<file path="config.mk">
export PLATFORM = sky130hd
export DESIGN_NAME = burst_seq
export DESIGN_NICKNAME = d
export VERILOG_FILES = /design/src/rtl/burst_seq_pkg.sv /design/src/rtl/burst_seq_fsm.sv /design/src/rtl/burst_seq_capture.sv /design/src/rtl/burst_seq_order.sv /design/src/rtl/burst_seq.sv
export SDC_FILE = /design/constraint.sdc
export NUM_CORES = 1
export LEC_CHECK = 0
export CAP_MARGIN = 25
export CELL_PAD_IN_SITES_DETAIL_PLACEMENT = 0
export CELL_PAD_IN_SITES_GLOBAL_PLACEMENT = 2
export CORE_ASPECT_RATIO = 2
export CORE_MARGIN = 4
export CORE_UTILIZATION = 34
export DETAILED_ROUTE_END_ITERATION = 6
export DONT_BUFFER_PORTS = 1
export PLACE_DENSITY = 0.77
export SKIP_CTS_REPAIR_TIMING = 1
export SLEW_MARGIN = 15
export SYNTH_ARGS = -nofsm -noshare
export SYNTH_HDL_FRONTEND = slang
export SYNTH_HIERARCHICAL = 1
export SYNTH_SLANG_ARGS = --single-unit
</file>
<file path="constraint.sdc">
create_clock -name clk -period 1.4 [get_ports clk]
set_input_delay 0.28 -clock clk [delete_from_list [all_inputs] [get_ports clk]]
set_output_delay 0.28 -clock clk [all_outputs]
set_load 0.005 [all_outputs]
</file>
<file path="src/rtl/burst_seq_pkg.sv">
package burst_seq_pkg;
    localparam int OFS_W = 2;
    localparam int BEATS = 1 << OFS_W;

    typedef enum logic [2:0] {
        ST_IDLE,
        ST_BEAT0,
        ST_BEAT1,
        ST_BEAT2,
        ST_BEAT3
    } beat_state_e;
endpackage

</file>
<file path="src/rtl/burst_seq_fsm.sv">
module burst_seq_fsm
    import burst_seq_pkg::*;
(
    input  logic             clk,
    input  logic             rst_n,
    input  logic             load_i,
    input  logic             adv_n_i,
    output logic             active_o,
    output logic [OFS_W-1:0] beat_o,
    output logic             last_o
);
    beat_state_e state_q, state_d;

    always_comb begin
        state_d = state_q;
        if (load_i) begin
            state_d = ST_BEAT0;
        end else if (!adv_n_i) begin
            unique case (state_q)
                ST_IDLE:  state_d = ST_IDLE;
                ST_BEAT0: state_d = ST_BEAT1;
                ST_BEAT1: state_d = ST_BEAT2;
                ST_BEAT2: state_d = ST_BEAT3;
                ST_BEAT3: state_d = ST_BEAT0;
                default:  state_d = ST_IDLE;
            endcase
        end
    end

    always_ff @(posedge clk or negedge rst_n) begin
        if (!rst_n) state_q <= ST_IDLE;
        else        state_q <= state_d;
    end

    always_comb begin
        active_o = 1'b1;
        beat_o   = '0;
        last_o   = 1'b0;
        unique case (state_q)
            ST_IDLE:  active_o = 1'b0;
            ST_BEAT0: beat_o   = 2'd0;
            ST_BEAT1: beat_o   = 2'd1;
            ST_BEAT2: beat_o   = 2'd2;
            ST_BEAT3: begin
                beat_o = 2'd3;
                last_o = 1'b1;
            end
            default:  active_o = 1'b0;
        endcase
    end

    // with no load and no advance, the state holds
    a_r5_hold: assert property (@(posedge clk) disable iff (!rst_n)
        (!load_i && adv_n_i) |=> (state_q == $past(state_q)));

    // an advance from the last beat returns to the first
    a_r7_wrap: assert property (@(posedge clk) disable iff (!rst_n)
        (state_q == ST_BEAT3 && !load_i && !adv_n_i) |=> (state_q == ST_BEAT0));

    // before any load, advances leave the machine idle
    a_r9_idle: assert property (@(posedge clk) disable iff (!rst_n)
        (state_q == ST_IDLE && !load_i) |=> (state_q == ST_IDLE));
endmodule

</file>
<file path="src/rtl/burst_seq_capture.sv">
module burst_seq_capture
    import burst_seq_pkg::*;
#(
    parameter int ADDR_W = 18
) (
    input  logic              clk,
    input  logic              rst_n,
    input  logic              load_i,
    input  logic [ADDR_W-1:0] addr_i,
    output logic [OFS_W-1:0]  start_o,
    output logic [ADDR_W-OFS_W-1:0] upper_o
);
    localparam int UP_W = ADDR_W - OFS_W;

    always_ff @(posedge clk or negedge rst_n) begin
        if (!rst_n) begin
            start_o <= '0;
            upper_o <= '0;
        end else if (load_i) begin
            start_o <= addr_i[OFS_W-1:0];
            upper_o <= addr_i[ADDR_W-1:OFS_W];
        end
    end

    // upper bits only change on a load
    a_r10_upper_stable: assert property (@(posedge clk) disable iff (!rst_n)
        !load_i |=> $stable(upper_o));

    initial begin
        if (UP_W < 1) $error("ADDR_W must exceed the offset width");
    end
endmodule

</file>
<file path="src/rtl/burst_seq_order.sv">
module burst_seq_order
    import burst_seq_pkg::*;
(
    input  logic             order_i,
    input  logic [OFS_W-1:0] start_i,
    input  logic [OFS_W-1:0] beat_i,
    output logic [OFS_W-1:0] ofs_o
);
    logic [OFS_W-1:0] lin_ofs;
    logic [OFS_W-1:0] ilv_ofs;

    always_comb begin
        lin_ofs = start_i + beat_i;
        ilv_ofs = start_i ^ beat_i;
        ofs_o   = order_i ? ilv_ofs : lin_ofs;
    end
endmodule

</file>
<file path="src/rtl/burst_seq.sv">
module burst_seq
    import burst_seq_pkg::*;
#(
    parameter int ADDR_W = 18
) (
    input  logic              clk,
    input  logic              rst_n,
    input  logic              load_i,
    input  logic              adv_n_i,
    input  logic              order_i,
    input  logic [ADDR_W-1:0] addr_i,
    output logic [ADDR_W-1:0] addr_o,
    output logic [1:0]        offset_o,
    output logic              last_o
);
    localparam int UP_W = ADDR_W - OFS_W;

    logic             active;
    logic [OFS_W-1:0] beat;
    logic [OFS_W-1:0] start;
    logic [UP_W-1:0]  upper;
    logic [OFS_W-1:0] ofs;

    burst_seq_fsm u_fsm (
        .clk      (clk),
        .rst_n    (rst_n),
        .load_i   (load_i),
        .adv_n_i  (adv_n_i),
        .active_o (active),
        .beat_o   (beat),
        .last_o   (last_o)
    );

    burst_seq_capture #(.ADDR_W(ADDR_W)) u_cap (
        .clk     (clk),
        .rst_n   (rst_n),
        .load_i  (load_i),
        .addr_i  (addr_i),
        .start_o (start),
        .upper_o (upper)
    );

    burst_seq_order u_order (
        .order_i (order_i),
        .start_i (start),
        .beat_i  (beat),
        .ofs_o   (ofs)
    );

    assign offset_o = ofs;
    assign addr_o   = {upper, ofs};

    // the cycle after a load shows the loaded offset on beat 0
    a_r2_load_first: assert property (@(posedge clk) disable iff (!rst_n)
        load_i |=> (offset_o == $past(addr_i[OFS_W-1:0]) && !last_o));

    // in linear order each advance adds one modulo four
    a_r4_linear_step: assert property (@(posedge clk) disable iff (!rst_n)
        (active && !load_i && !adv_n_i && !order_i && $stable(order_i))
            |=> (offset_o == $past(offset_o) + 2'd1));

    // the flag is never high outside a loaded burst
    a_r8_last_active: assert property (@(posedge clk) disable iff (!rst_n)
        last_o |-> active);
endmodule

</file>
==> reports/metrics.cfg, run 1 <==
[run_status]
status=finished, violations left
violations=setup timing

[timing]
worst_slack_ns=-0.276
setup_viol=4
grt_setup_unrepaired=yes
finalSetupTns_ns=-0.891
period_share=1.20
max_freq_mhz=597
slew_violations=0
min_period_ns=1.68
finClkSkew_ns=0.000671
whs_ns=0.0837
relSlewSlack=0.366
tightestPinTransition_ns=0.948
finalHoldViolCount=0

[floorplanning]
die_h_um=83.1
core_sq_mm=0.00274
row_count=27
start_util=0.351
fp.dieW_um=45.6
dieArea_sq_mm=0.00379
pin_count=44

[setup_path]
required_ns=1.12
critPathLaunchType=flip-flop
critical_path.max_stage_delay_ns=0.45
path_max_fanout=3
path_cells=xnor2_2 > nor2_1 > ha_2 > nor2b_4 > xnor2_2
path_common_cell=xnor2_2
worst-setup-path-type=flip-flop to primary output
cp_slowest_cell=dfrtp_2
worst_setup_path_end_kind=primary output
critPathTopFamily=flip-flops
timing.reg2reg.setup_slack_ns=0.29
crit_buf_inv=0
cp.arrival_ns=1.40

[routing]
drt_wl_total_um=1690
drtPass1Iterations=3
num_vias=508
drc=0
drt_iter0_markers=1
via_per_inst=5.03
wl_per_cell_um=16.7
ant_nets=0

[place]
place_ws_ns=-0.0648
dpl-instance-area_sq_mm=0.00101
dpl.cell_count=93
gp_congestion=0.603
port_buffers=0
dpl.hpwl_um=1240

[cells_and_area]
final_cells=101
drive_gt1_frac=0.556
fillers=262
regArea_sq_um=528
fin_util=0.408
multi_input_area_sq_um=424
n_antenna_cell=0
final_area_sq_mm=0.00112
area_growth_pct=16.3
num-nets-final=97

[power]
fin_total_pwr_mw=1.29
ir_drop_uv=675
p_leak_nw=0.494
p_per_area_mw_per_mm2=1150

[clock_network]
cts.reportedPaths.clkPinSlew_ns=0.07
htree_levels=1
cts_buffers=3
cts_root_buf=clkbuf_8
clkSinkCount=21
worstSkewPairLatency_ns=0.25
tritoncts=yes
clk_path_buf_depth=2

[run]
maxCapViolCount=0

[global_routing]
grt_pass1_wl_um=2740
grt_pass1_vias=607
grt_util_all_layers=0.0968
grt_max_degree=22
globalRoute.totalOverflow=0
antenna_found_initial=0

[hold_path]
hp-class=primary input to flip-flop

[synthesis]
synth_area_per_cell_sq_um=15.0
ys_warn_count=6
syn_inst=64
netlist_area_sq_um=960
synth_nets=88

==> worst paths after layout <==
| path | start | endpoint | cells after the start |
|---|---|---|---|
| worst max-delay path | u_fsm/state_q[1] | addr_o[1] | 5 |
| worst min-delay path | load_i | u_fsm/state_q[2] | 1 |
| worst max register to register | u_fsm/state_q[1] | u_fsm/state_q[0] | 4 |
| worst min register to register | u_cap/start_o[0] | u_cap/start_o[0] | 1 |
| max in group asynchronous | rst_n | u_fsm/state_q[2] | 1 |
| min in group asynchronous | rst_n | u_cap/upper_o[13] | 1 |
==> where the power goes <==
group          internal, mW  total [mW]  switching (mW)
Clock                 0.198       0.382           0.185
Sequential            0.666       0.717          0.0514
Combinational         0.126       0.187          0.0615
Total                 0.989        1.29           0.298
==> per-layer routing <==
metal / track usage / share of wire / up-vias / wire (um)
met2: 0.149 / 0.54 / 23 / 919
met4: 0.0560 / 0.012 / 0 / 21
met5: 0 / 0 / - / 0
met3: 0.0325 / 0.089 / 2 / 150
met1: 0.110 / 0.35 / 251 / 600
li1: - / - / 232 / -
==> state kept, by name, indices dropped and copies added, names as in the netlist <==
name and count:
u_cap/start_o 2, u_cap/upper_o 16, u_fsm/state_q 3
==> layout by cell type (no fill, tap or decap) <==
| cell | n |
|---|---|
| a21oi_1 | 2 |
| buf_4 | 9 |
| clkbuf_8 | 3 |
| clkinv_2 | 1 |
| dfrtp_1 | 19 |
| dfrtp_2 | 2 |
| dlygate4sd3_1 | 1 |
| ha_2 | 1 |
| inv_1 | 1 |
| mux2_2 | 8 |
| mux2_4 | 10 |
| nand2_1 | 2 |
| nand2b_1 | 1 |
| nand4bb_1 | 1 |
| nor2_1 | 2 |
| nor2b_4 | 1 |
| nor3b_1 | 1 |
| nor3b_4 | 1 |
| o21bai_4 | 1 |
| o221a_1 | 1 |
| o31ai_1 | 1 |
| xnor2_2 | 3 |
==> final cells by class <==
class | instances | share of cell area
flip-flops and latches | 21 | 0.473
multi-input cells | 36 | 0.380
repair buffers | 10 | 0.0695
clock buffers | 3 | 0.0370
well taps | 29 | 0.0325
clock inverters | 1 | 0.00448
inverters | 1 | 0.00336
Note: power is estimated with default switching activity, not from simulation.
==> inputs of run 2 (changes only) <==
==> constraint.sdc (replaced) <==
create_clock -name clk -period 1.4 [get_ports clk]
set_input_delay 0.14 -clock clk [delete_from_list [all_inputs] [get_ports clk]]
set_output_delay 0.14 -clock clk [all_outputs]
set_load 0.005 [all_outputs]
==> reports/metrics.cfg, run 2 (synthesis gave the netlist of run 1 again) <==
[timing]
relSlewSlack=0.357  ; -0.00901
max_freq_mhz=645  ; +8.1%
finalHoldViolCount=0  ; unchanged
setup_viol=2  ; -2
grt_setup_unrepaired=yes
worst_slack_ns=-0.150  ; +0.126 ns
finClkSkew_ns=0.00147  ; +0.000799 ns
period_share=1.11  ; -0.0897
min_period_ns=1.55  ; -0.126 ns
slew_violations=0  ; unchanged
tightestPinTransition_ns=0.962  ; +0.0135 ns

[routing]
wl_per_cell_um=18.3  ; +9.4%
num_vias=511  ; +0.59%
ant_nets=0  ; unchanged
drt_wl_total_um=1830  ; +8.3%
drt_iter0_markers=8  ; +7
via_per_inst=5.11  ; +1.6%
drc=0  ; unchanged
drtPass1Iterations=4  ; +1

[setup_path]
timing.rr.end=u_fsm/state_q[1]
path_max_fanout=4  ; +1
critical_path.max_stage_delay_ns=0.45  ; about the same
critical_path_cell_count=5  ; unchanged
reg2reg_depth=3  ; -1
path_common_cell=xnor2_2
required_ns=1.26  ; +0.14 ns
crit_buf_inv=1  ; +1
worst-setup-path-type=flip-flop to primary output
cp_slowest_cell=dfrtp_2
worst_setup_path_end_kind=primary output
cp-endpoint=addr_o[1]
cp.arrival_ns=1.41  ; about the same
timing.reg2reg.setup_slack_ns=0.35  ; +0.06 ns
critPathTopFamily=flip-flops
startpoint=u_fsm/state_q[1]
r2r-start=u_fsm/state_q[2]
path_cells=buf_4 > nand2_1 > o21bai_4 > xnor2_2 > xnor2_2
critPathLaunchType=flip-flop

[global_routing]
grt_util_all_layers=0.101  ; +0.00449
grt_max_degree=22  ; unchanged
antenna_found_initial=0  ; unchanged
grt_pass1_vias=545  ; -10%
grt_pass1_wl_um=2790  ; +1.8%
globalRoute.totalOverflow=0  ; unchanged

[cells_and_area]
final_common_cell=dfrtp_1
most-common-layout-cells=18 x dfrtp_1, 10 x mux2_4, 8 x mux2_2, 6 x buf_4
drive_gt1_frac=0.549  ; -0.00626
max_flop_register=u_cap/upper_o
final_area_sq_mm=0.00113  ; +1.0%
n_antenna_cell=0  ; unchanged
area_growth_pct=17.5
num-nets-final=96  ; -1.0%
largest_reg_flops=16  ; unchanged
top_regs=u_cap/upper_o x16, u_fsm/state_q x3, u_cap/start_o x2
fillers=254  ; -3.1%

[run_status]
status=finished, violations left
violations=setup timing

[place]
dpl-instance-area_sq_um=991  ; -2.2%
place_ws_ns=0.0409  ; +0.106 ns
port_buffers=0  ; unchanged
dpl.hpwl_um=1240  ; +0.65%
gp_congestion=0.624  ; +3.4%

[power]
ir_drop_uv=648  ; -4.1%
p_per_area_mw_per_mm2=1140  ; -0.66%
p_leak_nw=0.488  ; -1.1%

[floorplanning]
fp.dieW_um=45.6  ; unchanged
pin_count=44  ; unchanged
die_h_um=83.1  ; unchanged
row_count=27  ; unchanged
dieArea_sq_mm=0.00379  ; unchanged
start_util=0.351  ; unchanged
core_sq_mm=0.00274  ; unchanged

[clock_network]
tritoncts=yes
cts_buffers=3  ; unchanged
clkSinkCount=21  ; unchanged
htree_levels=1  ; unchanged
worstSkewPairLatency_ns=0.25  ; about the same
cts.reportedPaths.clkPinSlew_ns=0.07  ; about the same
cts_root_buf=clkbuf_8
clk_path_buf_depth=2  ; unchanged

[hold_path]
hp-class=primary input to flip-flop

[run]
maxCapViolCount=0  ; unchanged

run 2: how the worst min path moves through the flow:
stage                    from  cells past startpoint          endpoint  slack, ns
floorplan               rst_n                      0  u_cap/start_o[0]      -0.16
global placement        rst_n                      0  u_cap/upper_o[9]      -0.15
detailed placement      rst_n                      0  u_cap/upper_o[9]      -0.15
CTS                     rst_n                      0  u_cap/upper_o[9]      -0.44
global route        addr_i[9]                      1  u_cap/upper_o[7]      0.008
finish              addr_i[9]                      1  u_cap/upper_o[7]       0.03
run 2: worst reg2reg max path, delay by kind of cell, from the launching register on:
kind,cells,cell delay (ns)
buf+inv,1,0.15
flops,1,0.44
compound gates,1,0.21
simple gates,1,0.19
run 2: power breakdown:
part	leakage, nW	internal, mW	total (mW)	switching, mW
logic	0.219	0.123	0.185	0.0623
registers	0.244	0.666	0.721	0.0546
clock network	0.0255	0.198	0.385	0.187
run 2: stage by stage:
stage / hold WS (ns) / setup TNS, ns / power, mW / util / instances
finish: 0.0252 / -0.300 / 1.29 / 0.412 / 100
global route: 0.00821 / -0.559 / 1.37 / 0.412 / 100
CTS: -0.441 / -0.668 / 1.27 / 0.379 / 94
detailed placement: -0.155 / 0 / 0.870 / 0.362 / 90
global placement: -0.155 / 0 / 0.867 / 0.362 / 90
floorplan: -0.156 / -0.0266 / 0.877 / - / 64
run 2: routing by layer:
layer	wire length, um	global-route usage
met2	985	0.153
met1	711	0.120
met3	115	0.0347
met4	20	0.0560
met5	0	0
run 2: layout make-up:
cell class,count,area (sq um),area share
Timing Repair Buffer,9,75.1,0.0666
Inverter,1,3.75,0.00333
Clock inverter,1,5.00,0.00444
Sequential cell,21,529,0.469
Tap cell,29,36.3,0.0322
Clock buffer,3,41.3,0.0366
Multi-Input combinational cell,36,437,0.387
==> inputs of run 3 (changes only) <==
==> constraint.sdc (replaced) <==
create_clock -name clk -period 1.4 [get_ports clk]
set_input_delay 0.42 -clock clk [delete_from_list [all_inputs] [get_ports clk]]
set_output_delay 0.42 -clock clk [all_outputs]
set_load 0.005 [all_outputs]
==> reports/metrics.cfg, run 3 (synthesis gave the netlist of run 1 again) <==
[floorplanning]
start_util=0.351  ; unchanged
pin_count=44  ; unchanged
row_count=27  ; unchanged
dieArea_sq_mm=0.00379  ; unchanged
fp.dieW_um=45.6  ; unchanged
die_h_um=83.1  ; unchanged
core_sq_mm=0.00274  ; unchanged

[setup_path]
startpoint=u_fsm/state_q[1]
path_max_fanout=3  ; -1
critPathLaunchType=flip-flop
worst_setup_path_end_kind=primary output
required_ns=0.98  ; -0.28 ns
worst-setup-path-type=flip-flop to primary output
r2r-start=u_fsm/state_q[1]
cp.arrival_ns=1.40  ; about the same

[global_routing]
grt_max_degree=22  ; unchanged
grt_util_all_layers=0.0968  ; -0.00449
antenna_found_initial=0  ; unchanged
grt_pass1_wl_um=2740  ; -1.7%
grt_pass1_vias=607  ; +11%
globalRoute.totalOverflow=0  ; unchanged

[cells_and_area]
final_common_cell=dfrtp_1
area_growth_pct=16.3
max_flop_register=u_cap/upper_o
top_regs=u_cap/upper_o x16, u_fsm/state_q x3, u_cap/start_o x2
most-common-layout-cells=19 x dfrtp_1, 10 x mux2_4, 9 x buf_4, 8 x mux2_2
fin_util=0.408  ; -0.00412
num-nets-final=97  ; +1.0%
largest_reg_flops=16  ; unchanged
fillers=262  ; +3.1%
drive_gt1_frac=0.556  ; +0.00626
n_antenna_cell=0  ; unchanged

[timing]
finClkSkew_ns=0.000671  ; -0.000799 ns
grt_setup_unrepaired=yes
setup_viol=5  ; +3
finalHoldViolCount=0  ; unchanged
relSlewSlack=0.366  ; +0.00901
min_period_ns=1.82  ; +0.266 ns
tightestPinTransition_ns=0.948  ; -0.0135 ns
max_freq_mhz=551  ; -15%
slew_violations=0  ; unchanged
period_share=1.30  ; +0.190
worst_slack_ns=-0.416  ; -0.266 ns

[run_status]
violations=setup timing
status=finished, violations left

[clock_network]
cts.reportedPaths.clkPinSlew_ns=0.07  ; about the same
cts_buffers=3  ; unchanged
tritoncts=yes
htree_levels=1  ; unchanged
clk_path_buf_depth=2  ; unchanged
clkSinkCount=21  ; unchanged
cts_root_buf=clkbuf_8
worstSkewPairLatency_ns=0.25  ; about the same

[power]
ir_drop_uv=675  ; +4.3%
fin_total_pwr_mw=1.29  ; -0.34%
p_per_area_mw_per_mm2=1150  ; +0.67%
p_leak_nw=0.494  ; +1.1%

[routing]
ant_nets=0  ; unchanged
drt_iter0_markers=1  ; -7
drc=0  ; unchanged
num_vias=508  ; -0.59%
drt_wl_total_um=1690  ; -7.7%
drtPass1Iterations=3  ; -1
via_per_inst=5.03  ; -1.6%
wl_per_cell_um=16.7  ; -8.6%

[place]
place_ws_ns=-0.205  ; -0.246 ns
dpl.hpwl_um=1240  ; -0.64%
port_buffers=0  ; unchanged
gp_congestion=0.603  ; -3.3%

[run]
maxCapViolCount=0  ; unchanged

[hold_path]
worstHoldStart=load_i
hp-class=primary input to flip-flop

run 3: worst max-delay path: stages (launching register included):
cell and delay, ns:
dfrtp_2 0.45, xnor2_2 0.18, nor2_1 0.06, ha_2 0.16, nor2b_4 0.12, xnor2_2 0.17
run 3: report_power, final:
group          switching [mW]  internal (mW)
clock network           0.185          0.198
registers              0.0514          0.666
logic                  0.0615          0.126
total                   0.298          0.989
run 3: layer usage:
layer | part of all wire | wire, um | vias up | track usage
li1 | - | - | 232 | -
met1 | 0.35 | 600 | 251 | 0.110
met2 | 0.54 | 919 | 23 | 0.149
met3 | 0.089 | 150 | 2 | 0.0325
met4 | 0.012 | 21 | 0 | 0.0560
met5 | 0 | 0 | - | 0
run 3: worst paths after layout:
check	cells past startpoint	slack [ns]	end
setup / recovery	5	-0.42	addr_o[1]
hold / removal	1	0.22	u_fsm/state_q[2]
setup reg to reg	4	0.29	u_fsm/state_q[0]
hold reg to reg	1	0.54	u_cap/start_o[0]
max in group asynchronous	1	0	u_fsm/state_q[2]
min in group asynchronous	1	0.76	u_cap/upper_o[13]
run 3: per-stage QoR:
| step | instances | hold WS (ns) | instance area [sq um] | setup TNS [ns] |
|---|---|---|---|---|
| CTS | 97 | -0.158 | 1060 | -1.74 |
| detailed placement | 93 | 0.125 | 1010 | -0.470 |
| global route | 101 | 0.204 | 1120 | -4.44 |
| finish | 101 | 0.224 | 1120 | -1.50 |
| floorplan | 64 | 0.124 | 1000 | -0.625 |
| global placement | 93 | 0.125 | 1010 | -0.323 |
run 3: area by class of cell:
cell class / count / area (sq um) / area share
inverters: 1 / 3.75 / 0.00336
clock inverters: 1 / 5.00 / 0.00448
flip-flops and latches: 21 / 528 / 0.473
clock buffers: 3 / 41.3 / 0.0370
repair buffers: 10 / 77.6 / 0.0695
well taps: 29 / 36.3 / 0.0325
multi-input cells: 36 / 424 / 0.380
